**src/rtl/ea_pkg.sv**
```systemverilog
package ea_pkg;
  typedef enum logic [2:0] {
    MD_CONST    = 3'd0,
    MD_ACC      = 3'd1,
    MD_AUTO     = 3'd2,
    MD_IND_CONST = 3'd3,
    MD_IND_ACCD = 3'd4
  } eaMode_e;

  typedef enum logic [1:0] {
    ST_IDLE = 2'd0,
    ST_RDHI = 2'd1,
    ST_RDLO = 2'd2
  } eaState_e;

  typedef struct packed {
    logic loadDirect;
    logic loadPtr;
    logic capHi;
    logic finishInd;
    logic readLo;
  } eaStrobe_t;

  function automatic logic isIndirect(input logic [2:0] m);
    return (m == MD_IND_CONST) || (m == MD_IND_ACCD);
  endfunction
endpackage

```
**src/rtl/ea_ctrl.sv**
```systemverilog
module ea_ctrl
  import ea_pkg::*;
(
  input  logic       clk,
  input  logic       rstN,
  input  logic       start,
  input  logic [2:0] mode,
  input  logic       memReady,
  output eaStrobe_t  strb,
  output logic       memReq,
  output logic       busy
);
  eaState_e state, stateNxt;

  always_comb begin
    stateNxt = state;
    strb = '0;
    case (state)
      ST_IDLE: begin
        if (start) begin
          if (isIndirect(mode)) begin
            strb.loadPtr = 1'b1;
            stateNxt = ST_RDHI;
          end else begin
            strb.loadDirect = 1'b1;
          end
        end
      end
      ST_RDHI: begin
        if (memReady) begin
          strb.capHi = 1'b1;
          stateNxt = ST_RDLO;
        end
      end
      ST_RDLO: begin
        strb.readLo = 1'b1;
        if (memReady) begin
          strb.finishInd = 1'b1;
          stateNxt = ST_IDLE;
        end
      end
      default: stateNxt = ST_IDLE;
    endcase
  end

  always_ff @(posedge clk) begin
    if (!rstN) state <= ST_IDLE;
    else       state <= stateNxt;
  end

  assign memReq = (state != ST_IDLE);
  assign busy   = (state != ST_IDLE);

  // once a fetch is under way, only the accepted low byte ends it
  a_r12_busy_holds: assert property (@(posedge clk) disable iff (!rstN)
    (busy && !(strb.readLo && memReady)) |=> busy);

  // a started indirect operation always begins with the high byte
  a_r10_hi_first: assert property (@(posedge clk) disable iff (!rstN)
    (!busy && start && isIndirect(mode)) |=> (state == ST_RDHI));
endmodule

```
**src/rtl/ea_datapath.sv**
```systemverilog
module ea_datapath
  import ea_pkg::*;
#(
  parameter int ADDR_W = 16,
  parameter int BYTE_W = 8,
  parameter int AMT_W  = 3,
  parameter int NBASE  = 4
) (
  input  logic                     clk,
  input  logic                     rstN,
  input  eaStrobe_t                strb,
  input  logic [2:0]               mode,
  input  logic [$clog2(NBASE)-1:0] baseSel,
  input  logic [ADDR_W-1:0]        constVal,
  input  logic [1:0]               constWidth,
  input  logic [1:0]               accSel,
  input  logic [AMT_W-1:0]         autoAmt,
  input  logic                     autoDec,
  input  logic                     autoPre,
  input  logic [ADDR_W-1:0]        baseVals [NBASE],
  input  logic [BYTE_W-1:0]        accA,
  input  logic [BYTE_W-1:0]        accB,
  input  logic [BYTE_W-1:0]        memData,
  output logic [ADDR_W-1:0]        memAddr,
  output logic [ADDR_W-1:0]        eaOut,
  output logic [ADDR_W-1:0]        baseWrData,
  output logic [$clog2(NBASE)-1:0] baseWrSel,
  output logic                     baseWrEn,
  output logic                     done
);
  localparam int SEL_W  = $clog2(NBASE);
  localparam int SHORT_W = 5;
  localparam int MID_W   = 9;

  logic [ADDR_W-1:0] baseVal, constExt, accExt, stepVal, modBase;
  logic [ADDR_W-1:0] sumVal, eaNext;
  logic              wrNext;
  logic [ADDR_W-1:0] ptrReg;
  logic [BYTE_W-1:0] hiReg;

  assign baseVal = baseVals[baseSel];

  always_comb begin
    case (constWidth)
      2'd0:    constExt = {{(ADDR_W-SHORT_W){constVal[SHORT_W-1]}}, constVal[SHORT_W-1:0]};
      2'd1:    constExt = {{(ADDR_W-MID_W){constVal[MID_W-1]}}, constVal[MID_W-1:0]};
      default: constExt = constVal;
    endcase
  end

  always_comb begin
    case (accSel)
      2'd0:    accExt = {{(ADDR_W-BYTE_W){1'b0}}, accA};
      2'd1:    accExt = {{(ADDR_W-BYTE_W){1'b0}}, accB};
      default: accExt = {accA, accB};
    endcase
  end

  assign stepVal = {{(ADDR_W-AMT_W){1'b0}}, autoAmt} + 1'b1;
  assign modBase = autoDec ? (baseVal - stepVal) : (baseVal + stepVal);

  always_comb begin
    wrNext = 1'b0;
    sumVal = baseVal + constExt;
    case (mode)
      MD_ACC:       sumVal = baseVal + accExt;
      MD_AUTO:      sumVal = baseVal + constExt;
      MD_IND_CONST: sumVal = baseVal + constVal;
      MD_IND_ACCD:  sumVal = baseVal + {accA, accB};
      default:      sumVal = baseVal + constExt;
    endcase
    if (mode == MD_AUTO) begin
      eaNext = autoPre ? modBase : baseVal;
      wrNext = 1'b1;
    end else begin
      eaNext = sumVal;
    end
  end

  always_ff @(posedge clk) begin
    if (!rstN) begin
      ptrReg     <= '0;
      hiReg      <= '0;
      eaOut      <= '0;
      baseWrData <= '0;
      baseWrSel  <= '0;
      baseWrEn   <= 1'b0;
      done       <= 1'b0;
    end else begin
      done     <= strb.loadDirect | strb.finishInd;
      baseWrEn <= strb.loadDirect & wrNext;
      if (strb.loadDirect) begin
        eaOut      <= eaNext;
        baseWrData <= modBase;
        baseWrSel  <= baseSel;
      end
      if (strb.loadPtr)   ptrReg <= sumVal;
      if (strb.capHi)     hiReg  <= memData;
      if (strb.finishInd) eaOut  <= {hiReg, memData};
    end
  end

  assign memAddr = strb.readLo ? (ptrReg + 1'b1) : ptrReg;

  // the low pointer byte is fetched one address above the high byte
  a_r10_lo_after_hi: assert property (@(posedge clk) disable iff (!rstN)
    strb.capHi |=> (memAddr == $past(memAddr) + 1'b1));

  // a write-back is only ever offered together with a result
  a_r5_wren_with_done: assert property (@(posedge clk) disable iff (!rstN)
    baseWrEn |-> done);

  logic unusedSel;
  assign unusedSel = ^SEL_W;
endmodule

```
**src/rtl/ea_index_unit.sv**
```systemverilog
module ea_index_unit
  import ea_pkg::*;
#(
  parameter int ADDR_W = 16,
  parameter int BYTE_W = 8,
  parameter int AMT_W  = 3
) (
  input  logic              clk,
  input  logic              rstN,
  input  logic              start,
  input  logic [2:0]        mode,
  input  logic [1:0]        baseSel,
  input  logic [ADDR_W-1:0] constVal,
  input  logic [1:0]        constWidth,
  input  logic [1:0]        accSel,
  input  logic [AMT_W-1:0]  autoAmt,
  input  logic              autoDec,
  input  logic              autoPre,
  input  logic [ADDR_W-1:0] regX,
  input  logic [ADDR_W-1:0] regY,
  input  logic [ADDR_W-1:0] regSp,
  input  logic [ADDR_W-1:0] regPc,
  input  logic [BYTE_W-1:0] accA,
  input  logic [BYTE_W-1:0] accB,
  output logic              memReq,
  output logic [ADDR_W-1:0] memAddr,
  input  logic              memReady,
  input  logic [BYTE_W-1:0] memData,
  output logic [ADDR_W-1:0] eaOut,
  output logic [ADDR_W-1:0] baseWrData,
  output logic [1:0]        baseWrSel,
  output logic              baseWrEn,
  output logic              done,
  output logic              busy
);
  localparam int NBASE = 4;

  eaStrobe_t         strb;
  logic [ADDR_W-1:0] baseVals [NBASE];

  assign baseVals[0] = regX;
  assign baseVals[1] = regY;
  assign baseVals[2] = regSp;
  assign baseVals[3] = regPc;

  ea_ctrl uCtrl (
    .clk(clk), .rstN(rstN), .start(start), .mode(mode),
    .memReady(memReady), .strb(strb), .memReq(memReq), .busy(busy)
  );

  ea_datapath #(.ADDR_W(ADDR_W), .BYTE_W(BYTE_W), .AMT_W(AMT_W), .NBASE(NBASE)) uDp (
    .clk(clk), .rstN(rstN), .strb(strb), .mode(mode), .baseSel(baseSel),
    .constVal(constVal), .constWidth(constWidth), .accSel(accSel),
    .autoAmt(autoAmt), .autoDec(autoDec), .autoPre(autoPre),
    .baseVals(baseVals), .accA(accA), .accB(accB), .memData(memData),
    .memAddr(memAddr), .eaOut(eaOut), .baseWrData(baseWrData),
    .baseWrSel(baseWrSel), .baseWrEn(baseWrEn), .done(done)
  );

  // a direct-mode start yields a result on the next cycle
  a_r9_direct_one_cycle: assert property (@(posedge clk) disable iff (!rstN)
    (start && !busy && !isIndirect(mode)) |=> (done && !memReq));

  // a stalled read keeps its request and address
  a_r11_req_hold: assert property (@(posedge clk) disable iff (!rstN)
    (memReq && !memReady) |=> (memReq && $stable(memAddr)));

  // a result is never reported while a fetch is still open
  a_r12_done_idle: assert property (@(posedge clk) disable iff (!rstN)
    done |-> !busy);
endmodule

```
**config.mk**
```make
export PLATFORM = sky130hd
export DESIGN_NAME = ea_index_unit
export DESIGN_NICKNAME = d
export VERILOG_FILES = /design/src/rtl/ea_pkg.sv /design/src/rtl/ea_ctrl.sv /design/src/rtl/ea_datapath.sv /design/src/rtl/ea_index_unit.sv
export SDC_FILE = /design/constraint.sdc
export NUM_CORES = 1
export LEC_CHECK = 0
export ABC_CLOCK_PERIOD_IN_PS = 7400
export CAP_MARGIN = 20
export CORE_ASPECT_RATIO = 1.1
export CORE_UTILIZATION = 28
export CTS_BUF_LIST = sky130_fd_sc_hd__clkbuf_16
export CTS_CLUSTER_SIZE = 10
export DETAILED_ROUTE_END_ITERATION = 6
export MAX_ROUTING_LAYER = met4
export SETUP_SLACK_MARGIN = 0.2
export SYNTH_ARGS = -nofsm -noshare
export SYNTH_HDL_FRONTEND = slang
export SYNTH_SLANG_ARGS = --single-unit
```
**constraint.sdc**
```tcl
create_clock -name clk -period 7.4 [get_ports clk]
set_clock_uncertainty 0.2 [all_clocks]
set_input_delay 0.74 -clock clk [delete_from_list [all_inputs] [get_ports clk]]
set_output_delay 0.74 -clock clk [all_outputs]
set_load 0.01 [all_outputs]
```
==> metrics, run 1 <==
status completed; dpl cells ~1100; ys flop type dfxtp_1; ratio of cells with drive above 1 in the final layout 0.0546; clk slew on worst S/H paths 0.06 ns; vias 5726; Placer Congestion around 0.90; WL/cell 17.8 um; Syn Area/Cell 7.83 um2; Boundary Pins 176; DRT antenna net count 0; first-pass GRT wire length ~30 mm; asr flop ratio synth 0; vias per cell 5.27; layout overhead on the synthesized area 42.7%; clk buf depth 2; Post-Layout Cell Count 1086; DRT Pass-1 Iters 5; cell area after layout 0.00760 mm2; register area share after synthesis 0.233; VDD IR max ~110 uV; Clock Latency Late Sink approximately 0.33 ns; setup_tns 0 ns; Reg power frac 0.267; Mapped Nets 837; Pwr per Cell Area 193 mW/mm2; initial core utilization 0.288; CTS Sinks 62; nets@finish around 1000; critical path type input port to register; Slew headroom 0.417; crit end category register; max-slew violations 0; critical path launch point type input port; R2R Setup Slk 4.92 ns; Sw Pwr 0.000520 W; Slew @ Worst Pin a little under 0.9 ns; post-CTS setup repair buffer count 0; combinational share of power 0.434; die area just under 0.02 mm2; hold_ws 0.251 ns; WL final 19.3 mm; Root Buffer clkbuf_16; grt ovf 0; Die W 133 um; DRC Markers 0; detailed placement HPWL 15.8 mm; vias in the first global route 5646; count of flip-flops with a built-in enable after synthesis 0; largest cells by area after synthesis dfxtp_1 23%, ha_1 7.8%, nand2_1 6.6%, a21oi_1 5.9%, nor2_1 5.1%; PortBufs 175; area share of the largest cell type after synthesis 0.233; Internal approximately 0.00095 W; total core area about 0.018 mm2; initial antenna violation count 0; diode count 0; Max Clock Freq 205 MHz; Sw Ratio 0.354; crit-path max FO 9; Hold-fix buffers, CTS 0; RSZ-0062 raised after global routing false; Rows 52; WP data arrival about 4.9 ns; Critical Path RT 7.44 ns; Pleak 3.00 nW; CTS tree built; setup slack after layout between 2 and 3 ns; synthesized area ~0.0053 mm2; DIE HEIGHT 147 um; flip-flop and latch count after synthesis 62; Period minus WS final 4.87 ns; post-cts sizing count 0; pin count of the biggest net entering global routing 50; All-Layer GR Usage 0.207; Worst Hold Class register to register; Iter 0 DRT Violations 455; leading area contributor after synthesis dfxtp_1; unique cell type count in the Yosys netlist 70; final setup vio count 0; Synth Instances 680; pre-CTS setup slack approximately 2.2 ns; Period Utilization, post-route 0.658; Clk pwr share 0.299; CTS buffer count 9; H-tree Lvls 3; final hold vios 0; Yosys warning total 0; Post-DP Area 0.00726 mm2; Max Cap Viol 0
==> power groups by stage <==
stage / Sequential [W] / Combinational [W] / Clock, W
after floorplan: 0.000403 / 0.000362 / 0
after global placement: 0.000400 / 0.000629 / 0
after detailed placement: 0.000400 / 0.000630 / 0
after CTS: 0.000393 / 0.000632 / 0.000448
after global routing: 0.000397 / 0.000690 / 0.000463
final: 0.000392 / 0.000637 / 0.000439
==> registers in the layout, indices dropped and copies added (netlist names) <==
| name | cells |
|---|---|
| uDp.baseWrData | 16 |
| uDp.baseWrSel | 2 |
| uDp.ptrReg | 16 |
| uDp.hiReg | 8 |
| uCtrl.state | 2 |
| uDp.baseWrEn | 1 |
| uDp.done | 1 |
| uDp.eaOut | 16 |
==> metrics by stage <==
step,utilization,power [W]
floorplan,-,0.000765
global placement,0.393,0.00103
detailed placement,0.393,0.00103
CTS,0.410,0.00147
global route,0.411,0.00155
finish,0.411,0.00147
==> kinds of logic after synthesis <==
logic type	after synthesis	share of synthesized area
buffers and inverters	56	0.0439
AOI/OAI and AO/OA	197	0.245
DFF	62	0.233
and+or+nand+nor	255	0.218
adders and majority gates	35	0.0851
xor gates and xnor gates	39	0.0656
muxes	36	0.109
==> cells in the final DEF (no fill, tap or decap), drive strengths merged, types with 5 or more instances in the layout <==
master / instances
nand2: 94
and2: 7
clkbuf: 9
nand4: 5
a211oi: 14
mux2i: 18
inv: 24
a21o: 12
nand3: 20
ha: 33
mux4: 16
clkdlybuf4s50: 175
dfxtp: 62
nor2: 72
a221oi: 7
o21ai: 36
nor3b: 5
a222oi: 5
nor3: 17
and3: 8
o21a: 6
xor2: 22
a31oi: 6
buf: 6
o211ai: 6
a21oi: 64
o221ai: 7
or3: 8
xnor2: 17
==> cell usage after synthesis, drive strengths merged (6+ instances only) <==
master,count
nand2,94
nor2,72
a21oi,64
dfxtp,62
o21ai,36
ha,33
inv,22
xor2,22
nand3,20
clkbuf,19
mux2i,18
nor3,17
xnor2,17
mux4,16
buf,15
a211oi,14
a21o,12
and3,8
or3,8
a221oi,7
and2,7
o221ai,7
a31oi,6
o211ai,6
o21a,6
==> cell type report <==
cell class | count | area (um2)
clock inverter | 7 | 81.3
fill | 1859 | 10900
sequential | 62 | 1240
tap | 243 | 304
timing repair buffer | 181 | 1810
multi-input combinational | 562 | 3850
clock buffer | 9 | 225
inverter | 22 | 82.6
==> routing by layer <==
layer  part of all wire  vias to the layer above  routed length [um]  track usage
met3              0.050                       27                 966       0.0253
met5                  0                        -                   0            -
met2               0.49                      221                9420        0.351
met4              0.022                        0                 431       0.0676
li1                   -                     2828                   -            -
met1               0.44                     2650                8510        0.253
==> path summary, 6_finish.rpt <==
| kind | start | end | cells after the start |
|---|---|---|---|
| worst max register to register | uCtrl.state[1] | uDp.eaOut[2] | 5 |
| worst min register to register | uDp.baseWrData[8] | uDp.baseWrData[8] | 2 |
| worst min-delay path | uDp.baseWrData[8] | uDp.baseWrData[8] | 2 |
| worst max-delay path | mode[0] | uDp.eaOut[14] | 14 |
==> worst max-delay path, stage by stage <==
cell             delay [ns]
clkdlybuf4s50_1        0.58
nor2b_1                0.58
o21ai_0                0.18
a21oi_1                0.56
a221oi_1               0.19
a21oi_1                0.20
ha_1                   0.34
and3_1                 0.18
a221o_1                0.39
a21o_1                 0.21
a31oi_1                0.20
xnor2_1                0.19
a21oi_1                0.11
a221oi_1               0.26
No activity file was read; power rests on OpenSTA's default activity.
==> run 2, diff against run 1 <==
- ABC_CLOCK_PERIOD_IN_PS: 7400 -> 4820
- clock period: 7.4 -> 4.82 ns (I/O delays scaled with it)
==> run 2 against run 1 <==
Cell count up 0.64%. Largest power group unchanged. Non-clock buffer count rose by 7. Die area is the same. Combinational power increased by 55%. Utilization is 0.054 points higher. Final area is 0.13% higher. Register-to-register slack worse by 2.6 ns. Power rose by 51%.
==> metrics, run 2 (synthesized netlist as in run 1, its figures left out) <==
Clock Latency Late Sink 0.33 ns (about the same); Max Clock Freq 234 MHz; layout overhead on the synthesized area 42.9% (was 42.7%); VDD IR max 164 uV (was 113 uV); Sw Ratio 0.365 (was 0.354); WL/cell 17.9 um (was 17.8 um); hold_sp uDp.baseWrData[8] (unchanged); DRT antenna net count 0 (unchanged); reg2reg path depth 6 (was 5); Hold Path Stages 2 (unchanged); R2R Setup Slk 2.28 ns (was 4.92 ns); Pleak 3.02 nW (was 3.00 nW); clk buf depth 2 (unchanged); first-pass GRT wire length 30.2 mm (was 30.5 mm); Sw Pwr 0.000806 W (was 0.000520 W); Boundary Pins 176 (unchanged); dpl cells 1077 (was 1069); max-slew violations 0 (unchanged); ratio of cells with drive above 1 in the final layout 0.0624 (was 0.0546); total core area 0.0185 mm2 (unchanged); setup_tns 0 ns (unchanged); critical path launch point type input port (unchanged); Hold-fix buffers, CTS 0 (unchanged); Internal 0.00140 W (was 0.000949 W); Clk pwr share 0.281 (was 0.299); vias 5776 (was 5726); detailed placement HPWL 16.1 mm (was 15.8 mm); Period Utilization, post-route 0.888; FILL cells 1943 (was 1859); WP data arrival 4.29 ns (was 4.91 ns); WL final 19.5 mm (was 19.3 mm); H-tree Lvls 3 (unchanged); Period minus WS final 4.28 ns; crit-path max FO 8 (was 9); All-Layer GR Usage 0.206 (was 0.207); Max Cap Viol 0 (unchanged); diode count 0 (unchanged); Slew headroom 0.332 (was 0.417); combinational share of power 0.447 (was 0.434); top flop regs uDp.baseWrData: 16 flops, uDp.eaOut: 16 flops, uDp.ptrReg: 16 flops (unchanged); DRT Pass-1 Iters 5 (unchanged); Critical Path RT 4.83 ns (was 7.44 ns); initial antenna violation count 0 (unchanged); CTS buffer count 9 (unchanged); Worst Hold Class register to register (unchanged); critical path type input port to register (unchanged); CTS Sinks 62 (unchanged); post-cts sizing count 0 (unchanged); vias in the first global route 5452 (was 5646); Iter 0 DRT Violations 476 (was 455); post-CTS setup repair buffer count 0 (unchanged); PortBufs 175 (unchanged); final hold vios 0 (unchanged); RSZ-0062 raised after global routing false (unchanged); final setup vio count 0 (unchanged); Reg power frac 0.272 (was 0.267); pin count of the biggest net entering global routing 51 (was 50); grt ovf 0 (unchanged); Post-Layout Cell Count 1093 (was 1086); Root Buffer clkbuf_16 (unchanged); vias per cell 5.28 (was 5.27); initial core utilization 0.288 (unchanged); DIE HEIGHT 147 um (unchanged); crit end category register (unchanged); reg-to-reg critical path startpoint uCtrl.state[1] (unchanged); Placer Congestion 0.966 (was 0.900); status completed (unchanged); CTS tree built (unchanged); commonest non-fill, non-tap cell in the layout clkdlybuf4s50_1 (unchanged); Worst Hold End uDp.baseWrData[8] (unchanged); Pwr per Cell Area 291 mW/mm2 (was 193 mW/mm2); worst r2r dst uDp.eaOut[13] (was uDp.eaOut[2]); nets@finish 1002 (was 995); Rows 52 (unchanged); clk slew on worst S/H paths 0.06 ns (about the same); most frequent cells in the layout 175 x clkdlybuf4s50_1, 94 x nand2_1, 72 x nor2_1 (unchanged); Slew @ Worst Pin 0.998 ns (was 0.871 ns); Die W 133 um (unchanged); DRC Markers 0 (unchanged); die area 0.0196 mm2 (unchanged)
-- run 2: cell types whose count changed in the layout (fill, tap and decap cells not counted), sizes merged --
| cell | delta |
|---|---|
| buf | +7 |
| bufinv | -1 |
| clkinv | +2 |
| inv | -1 |
-- run 2: through the flow --
stage / hold slack (ns) / total power (W) / instance area [um2] / setup slack, ns / util
2_1_floorplan: 0.229 / 0.00117 / 5320 / 1.08 / -
3_3_place_gp: 0.246 / 0.00159 / 7330 / 0.302 / 0.396
3_5_place_dp: 0.248 / 0.00159 / 7330 / 0.282 / 0.396
4_1_cts: 0.255 / 0.00222 / 7610 / 0.604 / 0.412
5_1_grt: 0.276 / 0.00233 / 7610 / 0.317 / 0.412
6_report: 0.255 / 0.00221 / 7610 / 0.542 / 0.412
-- run 2: power by group through the flow --
| stage | logic, W | registers, W | clock network, W |
|---|---|---|---|
| after floorplan | 0.000555 | 0.000619 | 0 |
| after global placement | 0.000979 | 0.000613 | 0 |
| after detailed placement | 0.000979 | 0.000612 | 0 |
| after CTS | 0.000985 | 0.000602 | 0.000632 |
| after global routing | 0.00107 | 0.000607 | 0.000653 |
| final | 0.000989 | 0.000601 | 0.000621 |
-- run 2: area by class of cell --
cell class              instances  area (um2)  share of cell area
repair buffers                188        1850               0.243
clock buffers                   9         225              0.0296
flip-flops and latches         62        1240               0.163
multi-input cells             562        3850               0.506
inverters                      22        82.6              0.0109
clock inverters                 7        56.3             0.00740
well taps                     243         304              0.0400
-- run 2: worst max-delay path by stage --
stage	slack, ns	depth (start not counted)	endpoint	start
CTS	0.60	14	uDp.eaOut[12]	mode[0]
global placement	0.30	14	uDp.eaOut[14]	mode[0]
global route	0.32	14	uDp.eaOut[12]	mode[0]
floorplan	1.08	12	uDp.eaOut[12]	baseSel[0]
detailed placement	0.28	14	uDp.eaOut[14]	mode[0]
finish	0.54	14	uDp.eaOut[12]	mode[0]
-- run 2: critical path, cell delays in order --
cell	delay [ns]
clkdlybuf4s50_1	0.58
nor2b_1	0.19
o21ai_0	0.10
a21oi_1	0.55
a221oi_1	0.21
a21oi_1	0.24
ha_1	0.36
and3_1	0.18
a221o_1	0.40
a2111oi_2	0.34
nor3_1	0.12
xor2_1	0.19
a221oi_2	0.23
a21oi_1	0.10
-- run 2: metal layers --
layer	global-route usage	routed length (um)	share of wire	up-vias
met5	-	0	0	-
met2	0.342	9350	0.48	253
met4	0.0602	449	0.023	0
met3	0.0302	1310	0.067	35
li1	-	-	-	2837
met1	0.256	8420	0.43	2651
==> run 3, diff against run 2 <==
- SLEW_MARGIN: unset -> 25
==> results of run 3 <==
The final DEF is identical to that of run 2; final timing and power are the same.
